<file path="src/rtl/db_pkg.sv">
package db_pkg;
   localparam int DB_W  = 32;
   localparam int IDX_W = 5;

   // mask with n ones starting at lsb
   function automatic logic [DB_W-1:0] span_mask(input int lsb, input int n);
      logic [DB_W-1:0] m;
      m = '0;
      for (int i = 0; i < DB_W; i++)
         if (i >= lsb && i < lsb + n) m[i] = 1'b1;
      return m;
   endfunction
endpackage

</file>
<file path="src/rtl/db_trig_dec.sv">
module db_trig_dec
   import db_pkg::*;
#(
   parameter int NUM_CPU = 4,
   parameter int MAP_LSB = 8,
   parameter logic [DB_W-1:0] IMPL = 32'hFFFF_00FF
) (
   input  logic                           valid,
   input  logic [DB_W-1:0]                data,
   output logic [NUM_CPU-1:0][DB_W-1:0]   set_vec
);
   initial begin
      if (MAP_LSB < IDX_W || MAP_LSB + NUM_CPU > DB_W)
         $error("db_trig_dec: cpu map field does not fit");
   end

   logic [DB_W-1:0] bit_sel;

   always_comb begin
      bit_sel = IMPL & (DB_W'(1) << data[IDX_W-1:0]);
   end

   for (genvar c = 0; c < NUM_CPU; c++) begin : g_cpu
      always_comb begin
         set_vec[c] = (valid && data[MAP_LSB + c]) ? bit_sel : '0;
      end
   end
endmodule

</file>
<file path="src/rtl/db_cpu_regs.sv">
module db_cpu_regs
   import db_pkg::*;
#(
   parameter logic [DB_W-1:0] IMPL    = 32'hFFFF_00FF,
   parameter logic [DB_W-1:0] IPI_SEL = 32'h0000_00FF,
   parameter logic [DB_W-1:0] MSI_SEL = 32'hFFFF_0000,
   parameter bit              IRQ_REG = 1'b0
) (
   input  logic            clk,
   input  logic            rst_n,
   input  logic [DB_W-1:0] set_bits,
   input  logic            clr_we,
   input  logic [DB_W-1:0] clr_data,
   input  logic            mask_we,
   input  logic [DB_W-1:0] mask_data,
   output logic [DB_W-1:0] cause,
   output logic [DB_W-1:0] mask,
   output logic            ipi_irq,
   output logic            msi_irq
);
   logic [DB_W-1:0] cause_nxt;
   logic            ipi_any, msi_any;

   always_comb begin
      cause_nxt = cause;
      if (clr_we) cause_nxt = cause_nxt & clr_data;
      cause_nxt = (cause_nxt | set_bits) & IMPL;
   end

   always_ff @(posedge clk) begin
      if (!rst_n) begin
         cause <= '0;
         mask  <= '0;
      end else begin
         cause <= cause_nxt;
         if (mask_we) mask <= mask_data & IMPL;
      end
   end

   always_comb begin
      ipi_any = |(cause & mask & IPI_SEL);
      msi_any = |(cause & mask & MSI_SEL);
   end

   if (IRQ_REG) begin : g_irq_reg
      always_ff @(posedge clk) begin
         if (!rst_n) begin
            ipi_irq <= 1'b0;
            msi_irq <= 1'b0;
         end else begin
            ipi_irq <= ipi_any;
            msi_irq <= msi_any;
         end
      end
   end else begin : g_irq_comb
      always_comb begin
         ipi_irq = ipi_any;
         msi_irq = msi_any;
      end
   end


   set_wins_chk: assert property (@(posedge clk) disable iff (!rst_n)
      (set_bits != '0) |=> ((cause & $past(set_bits)) == $past(set_bits)));

   no_spurious_rise_chk: assert property (@(posedge clk) disable iff (!rst_n)
      (set_bits == '0) |=> ((cause & ~$past(cause)) == '0));

   cause_hold_chk: assert property (@(posedge clk) disable iff (!rst_n)
      (!clr_we && set_bits == '0) |=> $stable(cause));

   mask_hold_chk: assert property (@(posedge clk) disable iff (!rst_n)
      !mask_we |=> $stable(mask));
endmodule

</file>
<file path="src/rtl/doorbell_unit.sv">
module doorbell_unit
   import db_pkg::*;
#(
   parameter int NUM_CPU    = 4,
   parameter int ADDR_W     = 12,
   parameter int TRIG_OFS   = 'h004,
   parameter int CPU_BASE   = 'h100,
   parameter int CPU_STRIDE = 'h10,
   parameter int CAUSE_OFS  = 'h8,
   parameter int MASK_OFS   = 'hC,
   parameter int MAP_LSB    = 8,
   parameter int IPI_LSB    = 0,
   parameter int IPI_BITS   = 8,
   parameter int MSI_LSB    = 16,
   parameter int MSI_BITS   = 16,
   parameter bit IRQ_REG    = 1'b0
) (
   input  logic                clk,
   input  logic                rst_n,
   input  logic                wr_en,
   input  logic [ADDR_W-1:0]   wr_addr,
   input  logic [31:0]         wr_data,
   input  logic                msi_valid,
   input  logic [31:0]         msi_data,
   input  logic [ADDR_W-1:0]   rd_addr,
   output logic [31:0]         rd_data,
   output logic [NUM_CPU-1:0]  ipi_irq,
   output logic [NUM_CPU-1:0]  msi_irq
);
   localparam logic [DB_W-1:0] IPI_SEL = span_mask(IPI_LSB, IPI_BITS);
   localparam logic [DB_W-1:0] MSI_SEL = span_mask(MSI_LSB, MSI_BITS);
   localparam logic [DB_W-1:0] IMPL    = IPI_SEL | MSI_SEL;
   localparam int              TOP_ADR = CPU_BASE + NUM_CPU * CPU_STRIDE;

   initial begin
      if (NUM_CPU < 1 || NUM_CPU > 8) $error("doorbell_unit: NUM_CPU out of range");
      if (IPI_LSB + IPI_BITS > MSI_LSB) $error("doorbell_unit: doorbell groups overlap");
      if (MSI_LSB + MSI_BITS > DB_W) $error("doorbell_unit: message group too wide");
      if (TOP_ADR > (1 << ADDR_W)) $error("doorbell_unit: address space too small");
      if (CAUSE_OFS >= CPU_STRIDE || MASK_OFS >= CPU_STRIDE || CAUSE_OFS == MASK_OFS)
         $error("doorbell_unit: bad per-cpu register layout");
   end

   logic                         host_trig;
   logic [NUM_CPU-1:0][DB_W-1:0] host_set, msi_set;
   logic [NUM_CPU-1:0][DB_W-1:0] cause_q, mask_q;

   assign host_trig = wr_en && (wr_addr == ADDR_W'(TRIG_OFS));

   db_trig_dec #(.NUM_CPU(NUM_CPU), .MAP_LSB(MAP_LSB), .IMPL(IMPL)) u_host_dec (
      .valid(host_trig), .data(wr_data), .set_vec(host_set));

   db_trig_dec #(.NUM_CPU(NUM_CPU), .MAP_LSB(MAP_LSB), .IMPL(IMPL)) u_msi_dec (
      .valid(msi_valid), .data(msi_data), .set_vec(msi_set));

   for (genvar c = 0; c < NUM_CPU; c++) begin : g_cpu
      localparam logic [ADDR_W-1:0] CAUSE_A = ADDR_W'(CPU_BASE + c * CPU_STRIDE + CAUSE_OFS);
      localparam logic [ADDR_W-1:0] MASK_A  = ADDR_W'(CPU_BASE + c * CPU_STRIDE + MASK_OFS);
      logic clr_we, mask_we;

      assign clr_we  = wr_en && (wr_addr == CAUSE_A);
      assign mask_we = wr_en && (wr_addr == MASK_A);

      db_cpu_regs #(.IMPL(IMPL), .IPI_SEL(IPI_SEL), .MSI_SEL(MSI_SEL), .IRQ_REG(IRQ_REG)) u_regs (
         .clk(clk), .rst_n(rst_n),
         .set_bits(host_set[c] | msi_set[c]),
         .clr_we(clr_we), .clr_data(wr_data),
         .mask_we(mask_we), .mask_data(wr_data),
         .cause(cause_q[c]), .mask(mask_q[c]),
         .ipi_irq(ipi_irq[c]), .msi_irq(msi_irq[c]));


      both_src_chk: assert property (@(posedge clk) disable iff (!rst_n)
         (host_set[c] != '0 && msi_set[c] != '0) |=>
            ((cause_q[c] & ($past(host_set[c]) | $past(msi_set[c])))
               == ($past(host_set[c]) | $past(msi_set[c]))));
   end

   always_comb begin
      rd_data = '0;
      for (int c = 0; c < NUM_CPU; c++) begin
         if (rd_addr == ADDR_W'(CPU_BASE + c * CPU_STRIDE + CAUSE_OFS)) rd_data = cause_q[c];
         if (rd_addr == ADDR_W'(CPU_BASE + c * CPU_STRIDE + MASK_OFS))  rd_data = mask_q[c];
      end
   end
endmodule

</file>
<file path="config.mk">
export PLATFORM = sky130hd
export DESIGN_NAME = doorbell_unit
export DESIGN_NICKNAME = d
export VERILOG_FILES = /design/src/rtl/db_pkg.sv /design/src/rtl/db_trig_dec.sv /design/src/rtl/db_cpu_regs.sv /design/src/rtl/doorbell_unit.sv
export SDC_FILE = /design/constraint.sdc
export NUM_CORES = 1
export LEC_CHECK = 0
export BUFFER_PORTS_ARGS = -buffer_cell sky130_fd_sc_hd__buf_2
export CORE_MARGIN = 2
export CORE_UTILIZATION = 50
export CTS_BUF_LIST = sky130_fd_sc_hd__clkbuf_8
export DETAILED_ROUTE_END_ITERATION = 6
export MAX_ROUTING_LAYER = met4
export PLACE_DENSITY_LB_ADDON = 0.3
export REMOVE_ABC_BUFFERS = 1
export SYNTH_ARGS = -nofsm -noshare
export SYNTH_HDL_FRONTEND = slang
export SYNTH_SLANG_ARGS = --single-unit
</file>
<file path="constraint.sdc">
create_clock -name clk -period 2.1 [get_ports clk]
set_input_delay 0.105 -clock clk [delete_from_list [all_inputs] [get_ports clk]]
set_output_delay 0.105 -clock clk [all_outputs]
set_load 0.1 [all_outputs]
</file>
==> results of run 1 <==
[cell usage in the layout, fill, tap and decap left out, types with 12 or more instances in the layout]
| cell | netlist | layout |
|---|---|---|
| a32oi_1 | 40 | 40 |
| mux2_2 | 22 | 21 |
| a22o_1 | 16 | 16 |
| a221o_1 | 18 | 18 |
| a22oi_1 | 38 | 38 |
| and3_1 | 13 | 13 |
| dfxtp_1 | 192 | 187 |
| clkbuf_8 | 0 | 17 |
| a21boi_0 | 67 | 67 |
| nor2b_1 | 28 | 28 |
| a221oi_1 | 20 | 12 |
| buf_2 | 28 | 69 |
| o221ai_1 | 49 | 49 |
| buf_12 | 0 | 33 |
| o211ai_1 | 83 | 83 |
| nand2_1 | 255 | 255 |
| a31oi_1 | 18 | 17 |
| buf_4 | 26 | 56 |
| dlygate4sd3_1 | 0 | 25 |
| o21ai_0 | 61 | 60 |
| nand3_1 | 15 | 15 |
| mux2i_1 | 27 | 27 |
| nor2_1 | 57 | 57 |
[final cells by class]
class	count	area [um2]
clock inverters	15	204
flip-flops and latches	192	3850
fillers	1801	7980
repair buffers	184	1690
well taps	270	338
inverters	2	7.51
clock buffers	17	234
diodes	1	2.50
multi-input cells	927	5930
[where the power goes]
| group | switching [uW] | total, uW | internal (uW) |
|---|---|---|---|
| clock | 1490 | 2800 | 1310 |
| combinational | 445 | 648 | 202 |
| sequential | 14.7 | 3660 | 3650 |
| total | 1950 | 7110 | 5160 |
[worst max-delay path by stage]
| stage | startpoint | endpoint | depth (start not counted) |
|---|---|---|---|
| 3_3_place_gp | rd_addr[2] | rd_data[7] | 7 |
| 6_report | g_cpu[0].u_regs.mask[20] | rd_data[20] | 5 |
| 3_5_place_dp | rd_addr[2] | rd_data[30] | 7 |
| 5_1_grt | g_cpu[0].u_regs.mask[20] | rd_data[20] | 5 |
| 2_1_floorplan | rd_addr[11] | rd_data[4] | 5 |
| 4_1_cts | g_cpu[0].u_regs.mask[20] | rd_data[20] | 5 |
[synthesized netlist by cell type, types with 2 or more instances]
| cell | n |
|---|---|
| or3_1 | 5 |
| nand2b_1 | 5 |
| a21oi_1 | 11 |
| or2_2 | 4 |
| and3_1 | 13 |
| nand4_1 | 9 |
| and2_2 | 3 |
| buf_4 | 26 |
| buf_6 | 2 |
| a2bb2oi_1 | 4 |
| nor4_1 | 4 |
| a31oi_1 | 18 |
| clkbuf_1 | 60 |
| nor3_2 | 2 |
| nand2_1 | 255 |
| dfxtp_1 | 192 |
| nor3_4 | 2 |
| a221o_1 | 18 |
| a22oi_1 | 38 |
| a21boi_1 | 5 |
| o22a_1 | 4 |
| o211ai_1 | 83 |
| and3b_1 | 3 |
| mux2i_1 | 27 |
| and2_1 | 3 |
| buf_8 | 2 |
| nor4b_1 | 2 |
| a21boi_0 | 67 |
| a22o_1 | 16 |
| mux2_2 | 22 |
| nor4b_2 | 2 |
| buf_1 | 4 |
| a221oi_1 | 20 |
| nor3b_1 | 3 |
| nor2_1 | 57 |
| nand3b_1 | 5 |
| nor2b_1 | 28 |
| o21ai_0 | 61 |
| nor3_1 | 6 |
| o221ai_1 | 49 |
| nand3_1 | 15 |
| buf_2 | 28 |
| nor2_2 | 2 |
| a32oi_1 | 40 |
[repair_timing]
action                     4_1_cts  5_1_grt
pin swaps                        4        6
resized for setup                9       18
setup buffers                    1        2
hold buffers                    25        0
setup endpoints to repair        7       12
hold endpoints to repair        95        0
[kinds of logic after synthesis]
family                 count (synthesis)
multiplexers                          49
AO/OA/AOI/OAI                        435
AND/OR/NAND/NOR                      435
other                                  1
buffers and inverters                124
flip-flops                           192
[worst reg2reg max path, cell delays in order, from the launching register on]
cell and delay (ps):
dfxtp_1 370, a32oi_1 180, o21ai_0 130
[per-layer routing]
metal | vias to the layer above | track usage | share of wire
li1 | 4819 | - | -
met1 | 5133 | 0.476 | 0.37
met2 | 841 | 0.590 | 0.44
met3 | 224 | 0.0772 | 0.11
met4 | 0 | 0.255 | 0.072
met5 | - | - | 0
[metrics by stage]
step           TNS, ps  hold slack, ps   util
2_1_floorplan   -18840             233      -
3_3_place_gp         0             407  0.565
3_5_place_dp         0             414  0.565
4_1_cts          -65.8            83.9  0.601
5_1_grt           -107             110  0.606
6_report         -21.6            98.2  0.606
[registers in the layout (all words and copies together), names as in the netlist]
signal / count
g_cpu.u_regs.cause: 96
g_cpu.u_regs.mask: 96
==> metrics.txt, run 1 <==
run status=finished, violations left; failing checks=negative setup slack; initial DRC count=roughly 1400; largest net degree at the start of global routing=86; Die W=147 um; worst slew pin tran=a little over 900 ps; Inst Count DP=~1500; worst reg2reg setup slack=roughly 1300 ps; CTS tree=done; Final Worst Setup Slack=-21.6 ps; crit path cell chain=a21oi_1, or3_1, a221oi_2, o22a_1, buf_12; largest delay contributor family on the critical path=compound AO/OA/AOI/OAI gates; HPWL after detailed placement=about 28000 um; Final ANT Viol Nets=0; number of enable flip-flop cells after synthesis=0; CTS H-tree depth=4; Final Cell Area=12300 um2; multiplexer share of the synthesized area=0.0503; Syn-to-layout area delta=19.1%; cts bufs inserted=17; final slew viol count=0; final WL=between 40000 and 50000 um; die height=147 um; post-synthesis simple-gate area fraction=0.196; top post-synthesis cells by area=dfxtp_1, nand2_1, o211ai_1, a21boi_0, o221ai_1; syn avg cell area=~8.3 um2; Critical Path AT=just over 2000 ps; Final Skew=0 ps; first-pass GRT wire length=~62000 um; placer congestion estimate=approximately 0.99; area leader, netlist=dfxtp_1; Final Non-Filler Cells=roughly 1600; Synth Warn #=0; Fin. Hold Viols=0; per-cell routed wire length=approximately 26 um; Tot GR Track Use=0.390; FF+latch count, synth=~190; Max Fclk=approximately 0.47 GHz; adder-cell share of the synthesized area=0; Clock Pin Slew Worst Setup and Hold Paths=roughly 110 ps; dpl ws=slightly below 100 ps; Max-Cap Viols=0; # port buffers=96; slowest cell on the critical path=dfxtp_4; via/cell ratio=~6.9; Cell Area, Placed=about 11000 um2; Leak=between 0.003 and 0.004 uW; Initial Util=0.509; required time of the critical path=approximately 2000 ps; R2R Path End=g_cpu[2].u_regs.cause[2]; sequential share of the synthesized area=0.373; die area=around 22000 um2; FFs w/ async S/R, synth=0; top cell type's share of synthesized area=0.373; Cell Rows=52; core area=~20000 um2; min-delay src=msi_data[3]; biggest cell delay along the critical path=390 ps; routed via count=approximately 11000; TritonRoute pass-1 iters=6; CP Max Fanout=3; Root Buffer=clkbuf_8; Worst Setup End Kind=primary output; Period minus WS final=2120 ps; combined buffer and inverter count along the critical path=1; worst reg-to-reg path cell count=2; Main synth FF type=dfxtp_1; layout cell share with drive strength beyond 1=0.187; Worst-Skew Late Latency=between 400 and 500 ps; Compound-Gate Fraction of Synth Area=0.318; total congestion overflow=0; kind of critical path=flop to primary output; Mapped Area=10300 um2; Nets=around 1400; worst vdd ir=about 0.35 mV; Hold WC Path Type=input pin to flop; clock sinks=about 190; I/O pins=approximately 130; Crit Reg-Reg Startpoint=g_cpu[2].u_regs.cause[2]; # DRC=0; PD cells=between 500 and 600 nW/um2; number of global-route vias before repair=between 10000 and 15000; Slew headroom=0.379; initial antenna violation count=1; final setup vio count=1; Worst Setup Start Kind=flop; clk buf depth=2; RSZ-0062 raised after global routing=true; Pwr Total=roughly 7100 uW; largest family of logic cells by synthesized area=compound AO/OA/AOI/OAI gates; Worst Hold Depth=3; fin crit share=1.01; Synth Instances=~1200; WHS Endpoint=g_cpu[0].u_regs.cause[29]; Post-Synth XOR/XNOR Area=0; post-synthesis cell type count=55
Power figures use the tool's default switching activity.
==> run 2, diff against run 1 <==
--- a/config.mk
+++ b/config.mk
@@ -7,7 +7,7 @@
 export LEC_CHECK = 0
 export BUFFER_PORTS_ARGS = -buffer_cell sky130_fd_sc_hd__buf_2
 export CORE_MARGIN = 2
-export CORE_UTILIZATION = 50
+export CORE_UTILIZATION = 35
 export CTS_BUF_LIST = sky130_fd_sc_hd__clkbuf_8
 export DETAILED_ROUTE_END_ITERATION = 6
 export MAX_ROUTING_LAYER = met4
@@ -15,4 +15,5 @@
 export REMOVE_ABC_BUFFERS = 1
 export SYNTH_ARGS = -nofsm -noshare
 export SYNTH_HDL_FRONTEND = slang
+export SYNTH_HIERARCHICAL = 1
 export SYNTH_SLANG_ARGS = --single-unit
==> run 2 against run 1 <==
Against the previous run:
- the flow now finishes without violations
- global-route usage fell by 15 points
- area after synthesis rose by 28%
- flip-flop and latch count did not move
- worst hold slack got worse by 57 ps
- non-clock buffer count rose by 21
- first-iteration DRC count fell by 23%
- synthesized cell count rose by 26%
- critical path depth rose by 2
- register-to-register slack improved by 60 ps
- utilization fell by 19 points
- wire length rose by 10%
- highest routed layer unchanged
==> metrics.txt, run 2 <==
Critical Path AT=1970 ps (-50 ps); biggest cell delay along the critical path=550 ps (+160 ps); Final Skew=0 ps (unchanged); Mapped Area=13200 um2 (+28%); Worst Setup End Kind=primary output; Syn-to-layout area delta=18.8%; run status=finished clean; worst slew pin tran=569 ps (-360 ps); core area=37300 um2 (+84%); syn avg cell area=8.42 um2 (+1.1%); Period minus WS final=2080 ps (-42.9 ps); kind of critical path=input pin to primary output; TritonRoute pass-1 iters=5 (-1); worst vdd ir=0.273 mV (-21%); RSZ-0062 raised after global routing=true; Fin. Hold Viols=0 (unchanged); Final ANT Viol Nets=0 (unchanged); first-pass GRT wire length=69900 um (+12%); PD cells=465 nW/um2 (-20%); cts bufs inserted=17 (unchanged); number of global-route vias before repair=11100 (+6.6%); Synth Instances=1563 (+26%); most common cell after layout, fill and taps aside=nor2b_1; routed via count=11700 (+6.0%); total congestion overflow=0 (unchanged); slowest cell on the critical path=or4b_4; CTS H-tree depth=4 (unchanged); Worst Setup Start Kind=input pin; Die W=198 um (+34%); fin crit share=0.990 (-0.0204); Cell Rows=71 (+37%); initial antenna violation count=1 (unchanged); most frequent cells in the layout=nor2b_1, nor2_1, dfxtp_1; final slew viol count=0 (unchanged); required time of the critical path=2000 ps (about the same); placer congestion estimate=0.952 (-3.7%); Final Non-Filler Cells=2156 (+34%); CTS tree=done; Max-Cap Viols=0 (unchanged); Worst-Skew Late Latency=520 ps (+30 ps); fin util=0.419 (-0.186); final WL=46000 um (+10%); Clock Pin Slew Worst Setup and Hold Paths=110 ps (about the same); initial DRC count=1073 (-23%); I/O pins=132 (unchanged); clk buf depth=2 (unchanged); clock sinks=192 (unchanged); per-cell routed wire length=21.3 um (-18%); Max Fclk=0.481 GHz (+2.1%); Pwr Total=7270 uW (+2.2%); die area=39200 um2 (+80%); final setup vio count=0 (-1); Nets=1760 (+24%); # DRC=0 (unchanged); Root Buffer=clkbuf_8; Inst Count DP=2101 (+36%); layout cell share with drive strength beyond 1=0.268 (+0.0807); Largest regs=g_cpu.u_regs/cause (96), g_cpu.u_regs/mask (96); most used cell, CP=buf_12; Initial Util=0.353 (-0.156); Tot GR Track Use=0.243 (-0.147); crit path cell chain=buf_2, or4b_4, buf_12, nor2_8, nand3_4, o221a_2, buf_12; Synth Warn #=6 (+6); Leak=0.00532 uW (+35%); Slew headroom=0.621 (+0.242); die height=198 um (+34%); fillers=3721 (+110%); Hold WC Path Type=input pin to flop; # port buffers=104 (+8.3%); CP Max Fanout=16 (+13); largest net degree at the start of global routing=75 (-13%); via/cell ratio=5.42 (-21%); HPWL after detailed placement=32600 um (+17%)
run 2: worst paths after layout:
path / start / end / slack (ps) / cells past startpoint
setup / recovery: rd_addr[9] / rd_data[6] / 20 / 7
hold / removal: wr_data[1] / g_cpu[0].u_regs/mask[1] / 40 / 3
setup reg to reg: g_cpu[0].u_regs/mask[2] / g_cpu[0].u_regs/mask[2] / 1350 / 3
hold reg to reg: g_cpu[0].u_regs/cause[31] / g_cpu[0].u_regs/cause[31] / 540 / 2
run 2: cell type report:
class                           instances  area, um2  share of cell area
Sequential cell                       192       3870               0.248
Tap cell                              474        593              0.0379
Multi-Input combinational cell       1251       8590               0.549
Timing Repair Buffer                  205       2150               0.138
Clock buffer                           17        234              0.0150
Antenna cell                            1       2.50            0.000160
Inverter                                1       3.75            0.000240
Clock inverter                         15        195              0.0125
run 2: where the power goes:
part           internal [uW]  total (uW)  switching (uW)
registers               3650        3660            13.6
logic                    374         908             534
clock network           1120        2700            1580
run 2: critical path, delay by kind of cell:
family | cells | cell delay, ps
AND/OR/NAND/NOR | 3 | 950
buffers and inverters | 3 | 460
AO/OA/AOI/OAI | 1 | 420
run 2: per-stage QoR:
step	hold slack (ps)	setup WS, ps	TNS (ps)	instance area, um2
global placement	472	-546	-53180	14600
finish	41.2	21.3	0	15600
detailed placement	483	-587	-61020	14600
floorplan	233	-1680	-255420	12100
global route	39.9	-33.4	-140	15600
CTS	4.59	-33.7	-66.7	15400
run 2: routing by layer:
layer / track usage / up-vias / share of wire
met5: - / - / 0
met4: 0.0632 / 0 / 0.019
met3: 0.0337 / 52 / 0.067
met2: 0.382 / 445 / 0.46
met1: 0.329 / 5647 / 0.46
li1: - / 5539 / -
run 2: repair_timing:
item                                    4_1_cts  5_1_grt
gates resized for setup                      39       58
pin swaps                                     3        8
endpoints found under the hold margin        70        0
setup buffers                                 1        1
hold buffers                                 19        0
cloned                                        1        0
endpoints found under the setup margin       22      100
